## src/rtl/xfer_pkg.sv

```systemverilog
package xfer_pkg;

  typedef enum logic [1:0] {
    ST_IDLE  = 2'd0,
    ST_RUN   = 2'd1,
    ST_DRAIN = 2'd2
  } xferState_e;

  // Strobes sent from control to datapath
  typedef struct packed {
    logic startXfer;   // transfer accepted this cycle
    logic issueRead;   // one source read this cycle
    logic endXfer;     // last write in flight, update addresses
  } xferStrobe_t;

  localparam logic [3:0] DONE_CODE = 4'b0111;

endpackage

```

## src/rtl/xfer_ctrl.sv

```systemverilog
module xfer_ctrl
  import xfer_pkg::*;
#(
  parameter int WORDS = 4000
) (
  input  logic        clk,
  input  logic        rstN,
  input  logic        trigger,
  output xferStrobe_t strobe,
  output logic        busy,
  output logic        doneIrq,
  output logic [3:0]  doneCode,
  output logic        overrun
);

  localparam int CW = (WORDS > 1) ? $clog2(WORDS) : 1;
  localparam logic [CW-1:0] LAST_WORD = CW'(WORDS - 1);

  xferState_e state, stateNext;
  logic [CW-1:0] wordCnt;
  logic pending;

  assign busy = (state != ST_IDLE);

  always_comb begin
    strobe.startXfer = (state == ST_IDLE) && (trigger || pending);
    strobe.issueRead = (state == ST_RUN);
    strobe.endXfer   = (state == ST_DRAIN);
  end

  always_comb begin
    stateNext = state;
    case (state)
      ST_IDLE:  if (strobe.startXfer) stateNext = ST_RUN;
      ST_RUN:   if (wordCnt == LAST_WORD) stateNext = ST_DRAIN;
      ST_DRAIN: stateNext = ST_IDLE;
      default:  stateNext = ST_IDLE;
    endcase
  end

  always_ff @(posedge clk) begin
    if (!rstN) begin
      state    <= ST_IDLE;
      wordCnt  <= '0;
      pending  <= 1'b0;
      overrun  <= 1'b0;
      doneIrq  <= 1'b0;
      doneCode <= 4'b0000;
    end else begin
      state   <= stateNext;
      doneIrq <= strobe.endXfer;
      if (strobe.endXfer) doneCode <= DONE_CODE;

      if (strobe.startXfer) wordCnt <= '0;
      else if (strobe.issueRead) wordCnt <= wordCnt + 1'b1;

      if (busy) begin
        if (trigger) begin
          if (pending) overrun <= 1'b1;
          else pending <= 1'b1;
        end
      end else if (strobe.startXfer) begin
        // one request consumed; a simultaneous second one stays latched
        pending <= pending && trigger;
      end
    end
  end


  done_pulse_chk: assert property (@(posedge clk) disable iff (!rstN)
    doneIrq |=> !doneIrq);


  done_on_fall_chk: assert property (@(posedge clk) disable iff (!rstN)
    $fell(busy) |-> doneIrq);


  overrun_set_chk: assert property (@(posedge clk) disable iff (!rstN)
    (busy && trigger && pending) |=> overrun);


  overrun_hold_chk: assert property (@(posedge clk) disable iff (!rstN)
    overrun |=> overrun);


  pending_start_chk: assert property (@(posedge clk) disable iff (!rstN)
    (doneIrq && pending) |=> busy);

endmodule

```

## src/rtl/xfer_datapath.sv

```systemverilog
module xfer_datapath
  import xfer_pkg::*;
#(
  parameter int            WORDS           = 4000,
  parameter int            XFERS_PER_FIELD = 12,
  parameter int            AW              = 20,
  parameter int            DW              = 32,
  parameter logic [AW-1:0] SRC_HALF0       = '0,
  parameter logic [AW-1:0] SRC_HALF1       = AW'(4096),
  parameter logic [AW-1:0] ODD_BASE        = AW'(65536),
  parameter logic [AW-1:0] EVEN_BASE       = AW'(131072)
) (
  input  logic          clk,
  input  logic          rstN,
  input  xferStrobe_t   strobe,
  input  logic [DW-1:0] srcRdData,
  output logic          srcRdEn,
  output logic [AW-1:0] srcAddr,
  output logic          dstWrEn,
  output logic [AW-1:0] dstAddr,
  output logic [DW-1:0] dstWrData,
  output logic          fieldSel
);

  localparam int FCW = (XFERS_PER_FIELD > 1) ? $clog2(XFERS_PER_FIELD) : 1;
  localparam logic [FCW-1:0] LAST_IN_FIELD = FCW'(XFERS_PER_FIELD - 1);
  localparam logic [AW-1:0]  STEP = AW'(WORDS);

  logic          srcHalf;
  logic [FCW-1:0] fieldCnt;
  logic [AW-1:0] dstStart;
  logic [AW-1:0] rdOfs;
  logic          wrValidQ;
  logic [AW-1:0] wrAddrQ;
  logic [AW-1:0] srcBase;

  assign srcBase   = srcHalf ? SRC_HALF1 : SRC_HALF0;
  assign srcRdEn   = strobe.issueRead;
  assign srcAddr   = srcBase + rdOfs;
  assign dstWrEn   = wrValidQ;
  assign dstAddr   = wrAddrQ;
  assign dstWrData = srcRdData;

  always_ff @(posedge clk) begin
    if (!rstN) begin
      srcHalf  <= 1'b0;
      fieldSel <= 1'b0;
      fieldCnt <= '0;
      dstStart <= ODD_BASE;
      rdOfs    <= '0;
      wrValidQ <= 1'b0;
      wrAddrQ  <= '0;
    end else begin
      wrValidQ <= strobe.issueRead;
      wrAddrQ  <= dstStart + rdOfs;

      if (strobe.startXfer) rdOfs <= '0;
      else if (strobe.issueRead) rdOfs <= rdOfs + 1'b1;

      if (strobe.endXfer) begin
        srcHalf <= ~srcHalf;
        if (fieldCnt == LAST_IN_FIELD) begin
          fieldCnt <= '0;
          fieldSel <= ~fieldSel;
          dstStart <= fieldSel ? ODD_BASE : EVEN_BASE;
        end else begin
          fieldCnt <= fieldCnt + 1'b1;
          dstStart <= dstStart + STEP;
        end
      end
    end
  end


  wr_follows_rd_chk: assert property (@(posedge clk) disable iff (!rstN)
    dstWrEn |-> $past(srcRdEn));


  wr_seq_chk: assert property (@(posedge clk) disable iff (!rstN)
    (dstWrEn && $past(dstWrEn)) |-> (dstAddr == $past(dstAddr) + 1'b1));


  half_flip_chk: assert property (@(posedge clk) disable iff (!rstN)
    $past(strobe.endXfer) |-> (srcHalf != $past(srcHalf)));


  field_cnt_chk: assert property (@(posedge clk) disable iff (!rstN)
    fieldCnt <= LAST_IN_FIELD);

endmodule

```

## src/rtl/xfer_pingpong.sv

```systemverilog
module xfer_pingpong
  import xfer_pkg::*;
#(
  parameter int            WORDS           = 4000,
  parameter int            XFERS_PER_FIELD = 12,
  parameter int            AW              = 20,
  parameter int            DW              = 32,
  parameter logic [AW-1:0] SRC_HALF0       = '0,
  parameter logic [AW-1:0] SRC_HALF1       = AW'(4096),
  parameter logic [AW-1:0] ODD_BASE        = AW'(65536),
  parameter logic [AW-1:0] EVEN_BASE       = AW'(131072)
) (
  input  logic          clk,
  input  logic          rstN,
  input  logic          trigger,
  output logic          srcRdEn,
  output logic [AW-1:0] srcAddr,
  input  logic [DW-1:0] srcRdData,
  output logic          dstWrEn,
  output logic [AW-1:0] dstAddr,
  output logic [DW-1:0] dstWrData,
  output logic          doneIrq,
  output logic [3:0]    doneCode,
  output logic          busy,
  output logic          overrun,
  output logic          fieldSel
);

  xferStrobe_t strobe;

  xfer_ctrl #(.WORDS(WORDS)) uCtrl (
    .clk      (clk),
    .rstN     (rstN),
    .trigger  (trigger),
    .strobe   (strobe),
    .busy     (busy),
    .doneIrq  (doneIrq),
    .doneCode (doneCode),
    .overrun  (overrun)
  );

  xfer_datapath #(
    .WORDS           (WORDS),
    .XFERS_PER_FIELD (XFERS_PER_FIELD),
    .AW              (AW),
    .DW              (DW),
    .SRC_HALF0       (SRC_HALF0),
    .SRC_HALF1       (SRC_HALF1),
    .ODD_BASE        (ODD_BASE),
    .EVEN_BASE       (EVEN_BASE)
  ) uData (
    .clk       (clk),
    .rstN      (rstN),
    .strobe    (strobe),
    .srcRdData (srcRdData),
    .srcRdEn   (srcRdEn),
    .srcAddr   (srcAddr),
    .dstWrEn   (dstWrEn),
    .dstAddr   (dstAddr),
    .dstWrData (dstWrData),
    .fieldSel  (fieldSel)
  );

endmodule

```

## config.mk

```make
export PLATFORM = sky130hd
export DESIGN_NAME = xfer_pingpong
export DESIGN_NICKNAME = d
export VERILOG_FILES = /design/src/rtl/xfer_pkg.sv /design/src/rtl/xfer_ctrl.sv /design/src/rtl/xfer_datapath.sv /design/src/rtl/xfer_pingpong.sv
export SDC_FILE = /design/constraint.sdc
export NUM_CORES = 1
export LEC_CHECK = 0
export BUFFER_PORTS_ARGS = -buffer_cell sky130_fd_sc_hd__clkbuf_2
export CORE_ASPECT_RATIO = 1.1
export CORE_MARGIN = 1
export CORE_UTILIZATION = 53
export CTS_CLUSTER_DIAMETER = 30
export CTS_CLUSTER_SIZE = 40
export DETAILED_ROUTE_END_ITERATION = 10
export PLACE_DENSITY = 0.9
export SLEW_MARGIN = 10
export SYNTH_ARGS = -nofsm -noshare
export SYNTH_HDL_FRONTEND = slang
export SYNTH_SLANG_ARGS = --single-unit
```

## constraint.sdc

```tcl
create_clock -name clk -period 2.11 [get_ports clk]
set_input_delay 0.1055 -clock clk [delete_from_list [all_inputs] [get_ports clk]]
set_output_delay 0.1055 -clock clk [all_outputs]
set_load 0.01 [all_outputs]
```

* Word level (Yosys, flattened, before mapping)
Cells that the tools add are included. W data, S select, Z words.
Storage, ports and cells: output and inout bits 82, bits of input ports 35, register bits after elaboration 85
Operators by class: bitwise gates (word level) 3, $add $sub $neg 6, muxes and demuxes 10, equal/unequal tests 7, reduce and logical (&&, ||, !) cells 11
Operators by type and width (number):
- $add A20 B20 Y20 | 2
- $add A20 B1 Y20 const B | 1
- $add A20 B12 Y20 const B | 1
- $mux W20 | 1
- $mux W18 | 1
- $mux W13 | 1
- $add A12 B1 Y12 const B | 1
- $eq A12 B12 Y1 const B | 1
- $reduce_and A2 Y1 | 3
- $add A4 B1 Y4 const B | 1
- $eq A4 B4 Y1 const B | 1
- $mux W2 | 2
- $mux W4 | 1
- $ne A2 B2 Y1 const B | 2
- $pmux W2 S2 | 1
- $reduce_bool A2 Y1 | 2
- $mux W1 | 3
- $not A1 Y1 | 3
- $reduce_and A3 Y1 | 1
- $eq A2 B1 Y1 const B | 1
- $eq A2 B2 Y1 const B | 1
- $logic_and A1 B1 Y1 | 2
- $logic_not A2 Y1 | 1
- $ne A2 B1 Y1 const B | 1
- 2 further kinds | 2

* Logic depth before layout (Yosys ltp)
word-level depth 4, mapped depth 8, depth with buffers taken out 6

* Cells and area by module
A second synthesis with hierarchy kept.
Second synthesis, totals: cells, all modules 513, area, all modules 4395.5 µm²
By module, submodules not included:
- xfer_datapath | area each 3538.4 µm², cells each 415, times used 1
- xfer_ctrl | area each 857.1 µm², cells each 98, times used 1

* Worst setup path before layout
No wires, ideal clock.
kind flip-flop to flip-flop, start point register uData.rdOfs[6], end point register uData.wrAddrQ[19] (netlist: uData.dstAddr[19]), data required time 1987 ps, path slack 165 ps, stages on the path, launching flop included 7, data arrival time 1821 ps, path through dfxtp_1 ha_1 a21o_1 a41oi_2 a21oi_1 o31ai_1 mux2_1
Between the ends: longest elaborated chain between the ends 1
RTL lines:
- start, declared | RTL line xfer_datapath.sv:32 | logic [AW-1:0] rdOfs;
- start signal, assigned | RTL line xfer_datapath.sv:58 | else if (strobe.issueRead) rdOfs <= rdOfs + 1'b1;
- $add A20 B20 Y20 | RTL line xfer_datapath.sv:55 | wrAddrQ <= dstStart + rdOfs;
- end signal, assigned | RTL line xfer_datapath.sv:55
- end, declared | RTL line xfer_datapath.sv:34 | logic [AW-1:0] wrAddrQ;
Every way passes these cells. A chain may end at the register's enable or synchronous reset.

* Worst setup path after layout
start point register uData.dstStart[8], end point register uData.wrAddrQ[19] (netlist: uData.dstAddr[19])
Between the ends: longest elaborated chain between the ends 1
RTL lines:
- start, declared | RTL line xfer_datapath.sv:31 | logic [AW-1:0] dstStart;
- start signal, assigned | RTL line xfer_datapath.sv:65 | dstStart <= fieldSel ? ODD_BASE : EVEN_BASE;
- start signal, assigned | RTL line xfer_datapath.sv:68 | dstStart <= dstStart + STEP;
- $add A20 B20 Y20 | RTL line xfer_datapath.sv:55
Every way passes these cells.

==> out/results.tsv <==
metric	value	unit
status	completed	
num-fill-cells	594	
fin_ws	0.0365	ns
synth_cell_types	49	
htreeDepth	3	
cts_tree	built	
drive_gt1_share	18.4	%
dp_hpwl	6.79	mm
synth_area_per_cell	8.46	sq um
syn_inst	504	
ys_seq_elements	80	
synth_ff_type	dfxtp_1	
cp_max_fo	4	
final_nets	572	
start_util	55.8	%
p_int	0.00222	W
r2r_cells	6	
period_minus_slack	2.07	ns
fin_skew	0.0121	ns
crit_family	compound AO/OA/AOI/OAI gates	
fmax	0.482	GHz
dieWidth	87.5	microns
dp_slack	0.0675	ns
worst-path-buf-inv	0	
coreArea	7640	sq um
worst_setup_path_end_kind	flop	
ff2ff_setup_slack	0.04	ns
worst_ep_required_time	2.36	ns
cts_hold_buffers	0	
grt_pass1_vias	3320	
synth_edf_count	0	
grt_max_degree	33	
stdcell_count	626	
dp_cells	609	
antenna_found_initial	0	
ant_nets	0	
sw_frac_of_total	23.1	%
cts_buffers	9	
cp.arrival	2.33	ns
worst-path-stages	6	
grt.overflow.total	0	
finalMaxSlewViolations	0	
critPathLaunchType	flop	
setup-tns-final	0	ns
dieArea	8410	sq um
clock-sinks	80	
clk_latency	0.37	ns
slowest_delay	0.43	ns
tightest_slew	0.598	ns
wl	9.59	mm
ctsRootBufferMaster	clkbuf_8	
async_flop_share	0	%
crit_slowest_cell	dfxtp_1	
rows	33	
setup_violations	0	
path_cells	ha_1, and2_1, a41oi_2, a21oi_2, o31ai_1, mux2_1	
hp-class	in -> reg	
yosysSeqAreaShare	37.6	%
crit_type	reg -> reg	
drv_cap	0	
grt_pass1_wl	15.7	mm
synthToLayoutAreaGrowth	6.92	%
gp_congestion	0.896	
routed_via_density	5.64	
layout_common_cells	nor2_1, dfxtp_1, clkbuf_2	
via_count	3532	
drt_pass1_iterations	5	
clockBufferDepth	2	
crit_end	uData.dstAddr[19]	
grt_usage	24.4	%
rr_endpoint	uData.dstAddr[19]	
p_switching	0.000669	W
synth_area	4260	sq um
drc	0	
post-route-period-util	98.3	%
ys.warnings.count	0	
slew_headroom	60.1	%
pwr-share-clk	44.0	%
io_buffers	51	
cts.clk_slew.worst_paths	0.09	ns
leakage	1.91	nW
ir_drop	0.275	mV
pwr_density_cell	634	nW/um^2
hold_viol	0	
io_pins	117	
comb_power_share	3.1	%
diodes	0	
drtIter0Drc	232	
routedWlPerCell	15.3	microns
crit_start	uData.dstStart[8]	
fp.dieH	96.1	microns
seq_power_share	52.9	%
r2r-start	uData.dstStart[8]	
==> cell families after synthesis <==
| group | after synthesis | synth area share [%] |
|---|---|---|
| adders and majority gates | 21 | 6.16 |
| AOI/OAI and AO/OA | 70 | 9.92 |
| and+or+nand+nor | 205 | 23.6 |
| buffers and inverters | 68 | 10.4 |
| DFF | 80 | 37.6 |
| muxes | 5 | 1.23 |
| other | 1 | 0.0879 |
| xor gates and xnor gates | 54 | 11.1 |
==> repair_timing <==
action / in CTS / in global routing
setup endpoints to repair: 0 / 1
setup buffers: 0 / 1
gates resized for setup: 0 / 3
==> state kept, by name (all words and copies together), names as in the netlist, 2 cells and up <==
| name | count |
|---|---|
| uCtrl.state | 2 |
| uCtrl.wordCnt | 12 |
| uData.dstAddr | 20 |
| uData.dstStart | 15 |
| uData.fieldCnt | 4 |
| uData.rdOfs | 20 |
==> per-layer routing <==
metal / part of all wire [%] / vias up / global-route usage, % / wire length (microns)
met4: 4.4 / 0 / 14.6 / 425
met2: 49 / 153 / 41.5 / 4710
met5: 0 / - / 0 / 0
met1: 40 / 1643 / 27.8 / 3860
met3: 6.2 / 44 / 5.57 / 592
li1: - / 1692 / - / -
==> synthesized netlist by cell type (2+ instances only) <==
cell type | count | share of area [%]
nand2b_1 | 6 | 0.88
mux2i_1 | 3 | 0.70
xnor2_1 | 24 | 4.9
and2_1 | 11 | 1.6
o21a_1 | 3 | 0.53
xor2_1 | 30 | 6.2
inv_1 | 2 | 0.18
buf_4 | 47 | 8.3
o21ai_0 | 16 | 1.9
clkbuf_1 | 15 | 1.3
a21o_1 | 3 | 0.53
nor4_2 | 3 | 0.88
and4_1 | 7 | 1.4
or3_1 | 7 | 1.0
o21ai_1 | 2 | 0.23
a41oi_1 | 2 | 0.41
nor2_1 | 78 | 6.9
a21oi_1 | 30 | 3.5
buf_2 | 2 | 0.23
nand2_1 | 39 | 3.4
and3_1 | 3 | 0.44
a31oi_1 | 5 | 0.73
nor3_1 | 11 | 1.3
dfxtp_1 | 80 | 38
a21bo_2 | 2 | 0.47
ha_1 | 21 | 6.2
nand3_1 | 19 | 2.2
nand4_1 | 12 | 1.8
==> per-stage QoR <==
stage | power (W) | utilization, % | instance area, sq um | hold WS [ns]
global placement | 0.00165 | 56.6 | 4330 | 0.211
global route | 0.00299 | 59.7 | 4560 | 0.0390
detailed placement | 0.00165 | 56.6 | 4330 | 0.211
CTS | 0.00290 | 59.5 | 4550 | 0.0102
floorplan | 0.00169 | - | 4270 | 0.246
finish | 0.00289 | 59.7 | 4560 | 0.0242
==> worst min-delay path by stage <==
stage,from,end,slack [ns],cells past startpoint
floorplan,trigger,uCtrl.pending,0.25,2
global placement,srcRdData[11],dstWrData[11],0.21,0
detailed placement,srcRdData[11],dstWrData[11],0.21,0
CTS,trigger,uCtrl.pending,0.01,3
global route,trigger,uCtrl.pending,0.04,3
finish,trigger,uCtrl.pending,0.02,3
==> worst min-delay path: cells and delay by family <==
family / cells / cell delay (ns)
buffers and inverters: 1 / 0.11
AOI/OAI and AO/OA: 1 / 0.06
and+or+nand+nor: 1 / 0.06
==> power by group through the flow <==
stage | sequential (W) | clock [W] | combinational (W)
after floorplan | 0.00157 | 0 | 0.000125
after global placement | 0.00156 | 0 | 0.0000863
after detailed placement | 0.00157 | 0 | 0.0000889
after CTS | 0.00153 | 0.00128 | 0.0000889
after global routing | 0.00153 | 0.00135 | 0.0000998
final | 0.00153 | 0.00127 | 0.0000898
==> final cells by class <==
| class | count | area [sq um] | share of cell area [%] |
|---|---|---|---|
| Multi-Input combinational cell | 357 | 2230 | 49.0 |
| Sequential cell | 80 | 1600 | 35.2 |
| Timing Repair Buffer | 65 | 360 | 7.90 |
| Tap cell | 105 | 131 | 2.88 |
| Clock buffer | 10 | 128 | 2.80 |
| Clock inverter | 6 | 92.6 | 2.03 |
| Inverter | 3 | 11.3 | 0.247 |
No activity file was read; power rests on OpenSTA's default activity.
